<file path="config.mk">
export PLATFORM = sky130hd
export DESIGN_NAME = nmi_gate_ctrl
export DESIGN_NICKNAME = d
export VERILOG_FILES = /design/src/rtl/nmi_pkg.sv /design/src/rtl/nmi_ctrl.sv /design/src/rtl/nmi_datapath.sv /design/src/rtl/nmi_gate_ctrl.sv
export SDC_FILE = /design/constraint.sdc
export NUM_CORES = 1
export LEC_CHECK = 0
export BUFFER_PORTS_ARGS = -buffer_cell sky130_fd_sc_hd__buf_2
export CAP_MARGIN = 20
export CORE_ASPECT_RATIO = 1.25
export CORE_UTILIZATION = 45
export CTS_CLUSTER_SIZE = 16
export DETAILED_ROUTE_END_ITERATION = 7
export MAX_ROUTING_LAYER = met4
export PLACE_DENSITY = 0.77
export SETUP_SLACK_MARGIN = 0.05
export SLEW_MARGIN = 10
export SYNTH_ARGS = -nofsm -noshare
export SYNTH_HDL_FRONTEND = slang
export SYNTH_SLANG_ARGS = --single-unit
</file>
<file path="constraint.sdc">
create_clock -name clk -period 2.9 [get_ports clk]
set_input_delay 0.58 -clock clk [delete_from_list [all_inputs] [get_ports clk]]
set_output_delay 0.58 -clock clk [all_outputs]
set_load 0.01 [all_outputs]
</file>
<file path="src/rtl/nmi_pkg.sv">
package nmi_pkg;

  typedef enum logic [1:0] {
    RD_NONE  = 2'd0,
    RD_INDEX = 2'd1,
    RD_PORTB = 2'd2,
    RD_ARB   = 2'd3
  } rdSel_e;

  typedef struct packed {
    logic   wrIndex;
    logic   wrPortB;
    logic   arbRelease;
    logic   t0Pulse;
    rdSel_e rdSel;
  } nmiStrobe_t;

endpackage

</file>
<file path="src/rtl/nmi_ctrl.sv">
module nmi_ctrl
  import nmi_pkg::*;
#(
  parameter int ADDR_W = 16,
  parameter logic [ADDR_W-1:0] INDEX_ADDR = 'h0070,
  parameter logic [ADDR_W-1:0] PORTB_ADDR = 'h0061,
  parameter logic [ADDR_W-1:0] ARB_ADDR   = 'h0090
) (
  input  logic              ioWrEn,
  input  logic              ioRdEn,
  input  logic [ADDR_W-1:0] ioAddr,
  input  logic              arbBit,
  input  logic              t0Bit,
  output nmiStrobe_t        strb
);

  logic hitIndex, hitPortB, hitArb;

  assign hitIndex = (ioAddr == INDEX_ADDR);
  assign hitPortB = (ioAddr == PORTB_ADDR);
  assign hitArb   = (ioAddr == ARB_ADDR);

  always_comb begin
    strb            = '0;
    strb.wrIndex    = ioWrEn & hitIndex;
    strb.wrPortB    = ioWrEn & hitPortB;
    strb.arbRelease = ioWrEn & hitArb & ~arbBit;
    strb.t0Pulse    = ioWrEn & hitPortB & t0Bit;
    strb.rdSel      = RD_NONE;
    if (ioRdEn) begin
      if (hitIndex)      strb.rdSel = RD_INDEX;
      else if (hitPortB) strb.rdSel = RD_PORTB;
      else if (hitArb)   strb.rdSel = RD_ARB;
    end
  end

endmodule

</file>
<file path="src/rtl/nmi_datapath.sv">
module nmi_datapath
  import nmi_pkg::*;
#(
  parameter int DATA_W    = 8,
  parameter int NUM_SRC   = 4,
  parameter logic [NUM_SRC-1:0] MASKABLE = 4'b0011,
  parameter int DIS_BASE  = 2,
  parameter int MASK_BIT  = 7,
  parameter int ARB_BIT   = 6,
  parameter logic [DATA_W-1:0] IDX_RESET = 8'h80,
  parameter logic [DATA_W-3:0] PB_RESET  = 6'h0C
) (
  input  logic               clk,
  input  logic               rst,
  input  nmiStrobe_t         strb,
  input  logic [DATA_W-1:0]  wrData,
  input  logic [NUM_SRC-1:0] srcIn,
  output logic [DATA_W-1:0]  rdData,
  output logic               nmiReq,
  output logic               arbHold,
  output logic               timer0LatchClr,
  output logic               spkDataEn,
  output logic               tmr2SpkGate
);

  localparam int CTL_W = DATA_W - 2;

  logic [DATA_W-1:0]  idxReg;
  logic [CTL_W-1:0]   pbCtl;
  logic [NUM_SRC-1:0] srcLatch;
  logic [NUM_SRC-1:0] srcQual;
  logic               arbHoldQ;
  logic               t0Q;

  generate
    for (genvar i = 0; i < NUM_SRC; i++) begin : g_src
      logic latchQ;
      if (MASKABLE[i]) begin : g_mask
        logic srcDis;
        assign srcDis = pbCtl[DIS_BASE+i];
        always_ff @(posedge clk) begin
          if (rst)           latchQ <= 1'b0;
          else if (srcDis)   latchQ <= 1'b0;
          else if (srcIn[i]) latchQ <= 1'b1;
        end
        assign srcQual[i] = latchQ & ~idxReg[MASK_BIT];
      end else begin : g_fixed
        always_ff @(posedge clk) begin
          if (rst)                  latchQ <= 1'b0;
          else if (strb.arbRelease) latchQ <= 1'b0;
          else if (srcIn[i])        latchQ <= 1'b1;
        end
        assign srcQual[i] = latchQ;
      end
      assign srcLatch[i] = latchQ;
    end
  endgenerate

  assign nmiReq = |srcQual;

  always_ff @(posedge clk) begin
    if (rst) begin
      idxReg   <= IDX_RESET;
      pbCtl    <= PB_RESET;
      arbHoldQ <= 1'b0;
      t0Q      <= 1'b0;
    end else begin
      if (strb.wrIndex) idxReg <= wrData;
      if (strb.wrPortB) pbCtl  <= wrData[CTL_W-1:0];
      if (strb.arbRelease) arbHoldQ <= 1'b0;
      else if (nmiReq)     arbHoldQ <= 1'b1;
      t0Q <= strb.t0Pulse;
    end
  end

  always_comb begin
    rdData = '0;
    unique case (strb.rdSel)
      RD_INDEX: rdData = idxReg;
      RD_PORTB: rdData = {srcLatch[0], srcLatch[1], pbCtl};
      RD_ARB:   rdData[ARB_BIT] = arbHoldQ;
      default:  rdData = '0;
    endcase
  end

  assign arbHold        = arbHoldQ;
  assign timer0LatchClr = t0Q;
  assign spkDataEn      = pbCtl[1];
  assign tmr2SpkGate    = pbCtl[0];


  wd_reach_chk: assert property (@(posedge clk) disable iff (rst)
    (srcIn[NUM_SRC-1] && !strb.arbRelease) |=> nmiReq);


  hold_sticky_chk: assert property (@(posedge clk) disable iff (rst)
    (arbHoldQ && !strb.arbRelease) |=> arbHoldQ);


  release_chk: assert property (@(posedge clk) disable iff (rst)
    strb.arbRelease |=> !arbHoldQ);


  par_dis_chk: assert property (@(posedge clk) disable iff (rst)
    pbCtl[DIS_BASE] |=> !srcLatch[0]);


  mask_gate_chk: assert property (@(posedge clk) disable iff (rst)
    (idxReg[MASK_BIT] && !srcLatch[NUM_SRC-1] && !srcLatch[NUM_SRC-2]) |-> !nmiReq);


  t0_origin_chk: assert property (@(posedge clk) disable iff (rst)
    t0Q |-> $past(strb.wrPortB));

endmodule

</file>
<file path="src/rtl/nmi_gate_ctrl.sv">
module nmi_gate_ctrl
  import nmi_pkg::*;
#(
  parameter int ADDR_W = 16,
  parameter int DATA_W = 8
) (
  input  logic              clk,
  input  logic              rst,
  input  logic              ioWrEn,
  input  logic              ioRdEn,
  input  logic [ADDR_W-1:0] ioAddr,
  input  logic [DATA_W-1:0] ioWrData,
  output logic [DATA_W-1:0] ioRdData,
  input  logic              parityErr,
  input  logic              chanCheck,
  input  logic              busTimeout,
  input  logic              wdTimeout,
  output logic              nmiReq,
  output logic              arbHold,
  output logic              timer0LatchClr,
  output logic              spkDataEn,
  output logic              tmr2SpkGate
);

  localparam int ARB_BIT = 6;
  localparam int T0_BIT  = DATA_W - 1;

  nmiStrobe_t strb;
  logic [3:0] srcIn;

  assign srcIn = {wdTimeout, busTimeout, chanCheck, parityErr};

  nmi_ctrl #(.ADDR_W(ADDR_W)) u_ctrl (
    .ioWrEn (ioWrEn),
    .ioRdEn (ioRdEn),
    .ioAddr (ioAddr),
    .arbBit (ioWrData[ARB_BIT]),
    .t0Bit  (ioWrData[T0_BIT]),
    .strb   (strb)
  );

  nmi_datapath #(.DATA_W(DATA_W), .ARB_BIT(ARB_BIT), .MASK_BIT(T0_BIT)) u_dp (
    .clk            (clk),
    .rst            (rst),
    .strb           (strb),
    .wrData         (ioWrData),
    .srcIn          (srcIn),
    .rdData         (ioRdData),
    .nmiReq         (nmiReq),
    .arbHold        (arbHold),
    .timer0LatchClr (timer0LatchClr),
    .spkDataEn      (spkDataEn),
    .tmr2SpkGate    (tmr2SpkGate)
  );

endmodule

</file>
# Word level (Yosys, flattened, before mapping)
# Cells that the tools add are included.
# op_classes
eq_ne	6
n_mux	7
n_bitwise	9
n_reduce_logical	4
# ops
operator	count
$eq A16 B7 Y1 const B	2
$eq A16 B8 Y1 const B	1
$pmux W6 S2	1
$mux W2	4
$and A1 B1 Y1	7
$reduce_or A2 Y1	3
$eq A2 B2 Y1 const B	2
$reduce_or A4 Y1	1
$pmux W1 S3	1
$eq A2 B1 Y1 const B	1
$not A1 Y1	2
$pmux W1 S2	1
# totals
regBits	20
elab_cells	34

# Logic depth before layout (Yosys ltp)
# Gate-level depths: netlist of the first run.
# depth
word_depth	7
mapped_depth	6

# Modules after synthesis
# From an unflattened synthesis of the first run, not the netlist that was laid out.
# unflattened
hier_cells	109
hier_area_um2	1013.5
# by_module_without_submodules
module	instances	cells_per_inst	area_per_inst_um2	seq_area_each_um2
nmi_datapath	1	90	877.1	400.4
nmi_ctrl	1	19	136.4	0.0

# Least setup slack after synthesis of the first run
# Ideal clock, no wire load.
# synth_timing
path_type	input port to output port
start	input port ioAddr[6]
end	output port ioRdData[6]
t_arrival_ps	1940
slack_ps	380
cell_stages	4
path_buffers	0
path_cell_list	or3b_4 -> or4b_1 -> o211a_1 -> a211oi_1
# synth_via
elab_chain_len	7
word_cells_on_any_way	11
classes_between	eq/ne (6); mux (5)
# synth_rtl
item	line	source
from (decl)	nmi_gate_ctrl.sv:11	input logic [ADDR_W-1:0] ioAddr,
$eq A16 B8 Y1	nmi_ctrl.sv:21	assign hitArb = (ioAddr == ARB_ADDR);
$mux W2	nmi_ctrl.sv:33	else if (hitArb) strb.rdSel = RD_ARB;
$mux W2	nmi_ctrl.sv:32	else if (hitPortB) strb.rdSel = RD_PORTB;
$mux W2 *	nmi_ctrl.sv:31	if (hitIndex) strb.rdSel = RD_INDEX;
$mux W2 *	nmi_ctrl.sv:30	if (ioRdEn) begin
$eq A2 B2 Y1 or $eq A2 B1 Y1 (tied branches)	nmi_datapath.sv:78	unique case (strb.rdSel)
$pmux W1 S3 *	nmi_datapath.sv:78	
to (decl)	nmi_gate_ctrl.sv:13	output logic [DATA_W-1:0] ioRdData,
# Mark *: on every way between the ends. The rest lies on a longest branch, timed or not.

# Worst setup path in the final report of the first run
# Same ends and word-level chain as after synthesis.

==> results of run 1 <==
[cell families (layout without fill, tap and decap cells)]
| group | Yosys count | after routing | synth area share, % |
|---|---|---|---|
| flops | 20 | 20 | 40.3 |
| compound gates | 38 | 38 | 24.4 |
| buf+inv | 7 | 54 | 2.90 |
| simple gates | 56 | 56 | 32.4 |
[layout make-up]
cell class | count | area, um2
Timing Repair Buffer | 49 | 258
Sequential cell | 20 | 400
Clock inverter | 1 | 30.0
Fill cell | 194 | 723
Tap cell | 20 | 25.0
Inverter | 1 | 3.75
Clock buffer | 3 | 22.5
Multi-Input combinational cell | 94 | 564
[layout by cell type, fill, tap and decap left out]
cell type / n
bufinv_16: 1
clkbuf_4: 3
o31ai_1: 1
o21ai_0: 15
a211oi_1: 1
nand3b_1: 1
o41ai_2: 1
and4b_1: 1
nor3b_1: 2
o211a_1: 1
or2_2: 1
and4_1: 2
nand3_1: 19
nand4_1: 2
and3b_2: 1
nor3_1: 2
or3b_4: 1
a22o_1: 7
and2_2: 2
nor2_1: 13
and3_1: 2
a21oi_1: 11
buf_2: 44
nor4_2: 2
nand2_1: 4
dfxtp_1: 20
o32a_1: 1
or4b_1: 1
inv_1: 1
buf_4: 5
[registers in the layout, summed over array words and instances (netlist names)]
signal and cells:
u_dp.arbHold 1, u_dp.g_src.latchQ 4, u_dp.idxReg 8, u_dp.pbCtl 6, u_dp.timer0LatchClr 1
[layer usage]
metal / share of wire (%) / vias up / routed length (um)
met3: 6.3 / 4 / 178
met5: 0 / - / 0
met4: 0.93 / 0 / 26
li1: - / 551 / -
met1: 37 / 561 / 1040
met2: 56 / 47 / 1560
[power by group through the flow]
stage / clock [W] / combinational (W) / sequential [W]
3_3_place_gp: 0 / 0.0000515 / 0.000286
5_1_grt: 0.000250 / 0.0000591 / 0.000280
2_1_floorplan: 0 / 0.0000191 / 0.000286
4_1_cts: 0.000231 / 0.0000543 / 0.000280
6_report: 0.000228 / 0.0000542 / 0.000280
3_5_place_dp: 0 / 0.0000539 / 0.000286
[worst max-delay path by stage]
| stage | end | slack [ns] | depth (start not counted) |
|---|---|---|---|
| CTS | ioRdData[6] | 0.22 | 6 |
| finish | ioRdData[6] | 0.20 | 6 |
| global route | ioRdData[6] | 0.13 | 6 |
| global placement | ioRdData[6] | 0.24 | 6 |
| detailed placement | ioRdData[6] | 0.22 | 6 |
| floorplan | ioRdData[6] | 0.38 | 4 |
[through the flow]
step / hold WS (ns) / setup WS (ns) / utilization, % / cell area [um2] / instances
final: 0.468 / 0.203 / 64.3 / 1300 / 188
after detailed placement: 0.466 / 0.223 / 61.7 / 1250 / 184
after global placement: 0.451 / 0.243 / 61.7 / 1250 / 184
after CTS: 0.473 / 0.223 / 64.3 / 1300 / 188
after global routing: 0.463 / 0.134 / 64.3 / 1300 / 188
after floorplan: 0.415 / 0.380 / - / 993 / 121
==> reports/results.ini, run 1 <==
[power_and_ir_drop]
pwr_density_cell_mw_per_mm2=431
leakage_nw=0.547
p_int_w=0.000444
pwr-share-comb_pct=9.6
pwr-share-seq_pct=49.8
netSwitchingFraction_pct=21.0
fin_total_pwr_w=0.000562
p_sw_w=0.000118
clockPowerShare_pct=40.6
vdd_drop_max_mv=0.225

[route]
vias_per_cell=6.19
wirelength_mm=2.81
drc_errors=0
drt-wirelength-per-cell_um=14.9
drt_first_pass_iters=6
drt.antenna.violating_nets=0
first_iter_violations=43
vias=1163

[critical_path]
path_max_fanout=3
path_delay_family=simple AND/OR/NAND/NOR gates
arrival_ns=2.12
cp_slowest_cell=or4b_1
cpPeakStageDelay_ns=0.52
timing.critical_path.cells=buf_2 > or3b_4 > or4b_1 > o211a_1 > a211oi_1 > buf_2
critPathBufInv=2
required_ns=2.32
critPathKind=in2out
reg2reg_to=u_dp.arbHold
rr_worst_depth=4
r2r_start=u_dp.g_src[1].latchQ
startpoint=ioAddr[6]
cp-start-kind=primary input
r2r_setup_slack_ns=1.98
crit_top_cell=buf_2
critPathCaptureType=primary output

[timing]
rsz0062_at_grt=no
worstMarginPinSlew_ns=0.566
min_period_ns=2.70
min_period_over_period_pct=93.0
relSlewSlack_pct=62.1
slew_violations=0
fin_skew_ns=0.0106
max_freq_ghz=0.371
setup_viol=0
setup_tns_ns=0
timing_hold_violations_final=0

[clock_tree]
clock-sinks=20
clock_latency_ns=0.30
cts_max_level=1
cts_tree=built
post_cts_resized=0
clk_pin_slew_ns=0.12
clk_path_buf_depth=2
cts-root-buf=clkbuf_4
cts_inserted_buffers=3
hold_buffers=0
cts_setup_buffers=0

[synth]
ys_seq_area_share_pct=40.3
yosysMostFrequentCell=dfxtp_1
synth_warnings=0
synthTopCellsByCount=20 x dfxtp_1, 19 x nand3_1, 15 x o21ai_0
synth_nets=153
synth_area_um2=993
syn_avg_cell_area_um2=8.21
ys_seq_elements=20
async_flop_share_pct=0
syn_inst=121
synth_top_area_cell=dfxtp_1
synth-main-ff-cell=dfxtp_1
synth-edff-count=0
synth_top_area_share_pct=40.3
synthTopCellsByArea=dfxtp_1 40%, nand3_1 9.6%, o21ai_0 7.6%
ys_types=29

[worst_hold_path]
holdPathStages=1
hold_class=reg2reg
hold_end=u_dp.g_src[0].latchQ
hold_start=u_dp.pbCtl[2]

[placed_design]
place_congestion=0.813
dp_hpwl_mm=2.14
numPortBuffers=44

[die]
rows=18
die_width_um=44.0
start_util_pct=49.0
io_pins=45
placeableCoreArea_mm2=0.00203
die_h_um=54.5
die_area_mm2=0.00240

[global_routing]
use_met3_pct=5.28
grt_max_degree=15
grtUsageMet2_pct=50.5
grt_usage_pct=27.1
grt_pass1_wl_mm=4.59
use_met1_pct=27.1
grt_overflow=0
grt_pass1_vias=1115
grt_antenna_before_repair=0
top_usage_layer=met2

[cells_and_area]
fin_nets=201
syn_to_final_growth_pct=31.2
drive_gt1_share_pct=36.3
n_antenna_cell=0

[status]
status=finished clean

[flow_run]
max_cap_violations=0

Power figures use the tool's default switching activity.
==> run 2: changes to the inputs <==
==> constraint.sdc (replaced) <==
create_clock -name clk -period 2.7 [get_ports clk]
set_input_delay 0.54 -clock clk [delete_from_list [all_inputs] [get_ports clk]]
set_output_delay 0.54 -clock clk [all_outputs]
set_load 0.01 [all_outputs]
==> run 2 against run 1 <==
The flow now finishes with violations (design-rule violations). Via count shrank 3.2%. Combinational power grew 7.0%. Final cell count grew 0.53%. Global-route usage grew 0.25 points. Critical path depth is the same. Sequential power grew 7.1%. Non-clock buffer count grew 1. Clock skew shrank 0.0090 ns. Critical endpoint unchanged. Register-to-register slack lost 0.12 ns. Cell area grew 1.1%. Clock power grew 9.6%. Die area is the same.
==> reports/results.ini, run 2 (synthesized netlist as in run 1, its figures left out) <==
[status]
status=complete, but fails checks
violations=design-rule violations

[timing]
hold_ws_ns=0.422
relSlewSlack_pct=59.1
worstMarginPinSlew_ns=0.611
max_freq_ghz=0.383
fin_skew_ns=0.00160
min_period_over_period_pct=96.7
timing_hold_violations_final=0
rsz0062_at_grt=no
setup_tns_ns=0
setup_viol=0
min_period_ns=2.61
slew_violations=0

[clock_tree]
clock-sinks=20
hold_buffers=0
clk_pin_slew_ns=0.12
post_cts_resized=0
cts_setup_buffers=0
cts-root-buf=clkbuf_4
cts_tree=built
clock_latency_ns=0.31
cts_max_level=1
clk_path_buf_depth=2
cts_inserted_buffers=3

[cells_and_area]
postLayoutCoreUtil_pct=65.0
n_antenna_cell=0
drive_gt1_share_pct=37.9
regArea_um2=400
nFillCells=187
largest_register_ffs=8
syn_to_final_growth_pct=32.6
fin_nets=202
regMostFlops=u_dp.idxReg
finalInstanceArea_mm2=0.00132
multi_input_area_um2=571
top_regs=u_dp.idxReg: 8 flops, u_dp.pbCtl: 6 flops, u_dp.g_src.latchQ: 4 flops
final_common_cell=buf_2
layout_common_cells=44 x buf_2, 20 x dfxtp_1, 19 x nand3_1

[critical_path]
cp_slowest_cell=or4b_1
timing.critical_path.cells=buf_2 > or3b_4 > or4b_1 > o211a_1 > a211oi_2 > buf_2
cp-start-kind=primary input
critPathBufInv=2
critPathKind=in2out
rr_worst_depth=4
required_ns=2.16
cpPeakStageDelay_ns=0.53
crit_top_cell=buf_2
path_max_fanout=3
path_delay_family=simple AND/OR/NAND/NOR gates
cp.depth=6
arrival_ns=2.07
critPathCaptureType=primary output

[global_routing]
grt_antenna_before_repair=0
grt_usage_pct=27.3
grt_overflow=0
grt_pass1_vias=1086
grt_max_degree=15
grt_pass1_wl_mm=4.58

[power_and_ir_drop]
leakage_nw=0.551
vdd_drop_max_mv=0.346
pwr_density_cell_mw_per_mm2=462
fin_total_pwr_w=0.000609

[route]
vias_per_cell=5.96
drc_errors=1
drt_first_pass_iters=8
first_iter_violations=57
vias=1126
drt.antenna.violating_nets=0
drt-wirelength-per-cell_um=15.0
wirelength_mm=2.84

[placed_design]
numPortBuffers=44
place_congestion=0.813
dpl-instance-area_mm2=0.00126
dp_hpwl_mm=2.12

[die]
die_h_um=54.5
die_area_mm2=0.00240
placeableCoreArea_mm2=0.00203
die_width_um=44.0
start_util_pct=49.0
rows=18
io_pins=45

[flow_run]
max_cap_violations=0

[worst_hold_path]
holdPathStages=3
hold_class=in2reg

-- run 2: path summary, 6_finish.rpt --
check	start	end	slack (ns)
setup / recovery	ioAddr[6]	ioRdData[6]	0.09
hold / removal	busTimeout	u_dp.g_src[2].latchQ	0.42
setup reg to reg	u_dp.g_src[1].latchQ	u_dp.arbHold	1.86
hold reg to reg	u_dp.pbCtl[2]	u_dp.g_src[0].latchQ	0.48
-- run 2: layout make-up --
class | instances | share of cell area (%)
Tap cell | 20 | 1.90
Multi-Input combinational cell | 94 | 43.3
Inverter | 1 | 0.285
Sequential cell | 20 | 30.4
Clock buffer | 3 | 1.71
Clock inverter | 1 | 2.28
Timing Repair Buffer | 50 | 20.1
-- run 2: metal layers --
layer / vias to the layer above / wire (um) / track usage (%)
met4: 0 / 65 / 17.2
met1: 518 / 1090 / 28.4
met3: 9 / 156 / 5.61
li1: 553 / - / -
met2: 46 / 1530 / 47.1
met5: - / 0 / -
-- run 2: worst reg2reg max path, delay by kind of cell, from the launching register on --
family | cells | cell delay [ns]
flip-flops | 1 | 0.39
AO/OA/AOI/OAI | 1 | 0.20
AND/OR/NAND/NOR | 3 | 0.20
-- run 2: report_power, final --
part           internal [W]  switching [W]  leakage [nW]  total (W)
registers          0.000298     0.00000199         0.162   0.000300
clock network      0.000150      0.0000998        0.0279   0.000250
logic             0.0000286      0.0000294         0.361  0.0000580
-- run 2: stage by stage --
stage,worst slack [ns],cells
after CTS,0.0639,189
after global routing,0.0601,189
after floorplan,0.260,121
final,0.0895,189
after global placement,0.124,185
after detailed placement,0.0772,185
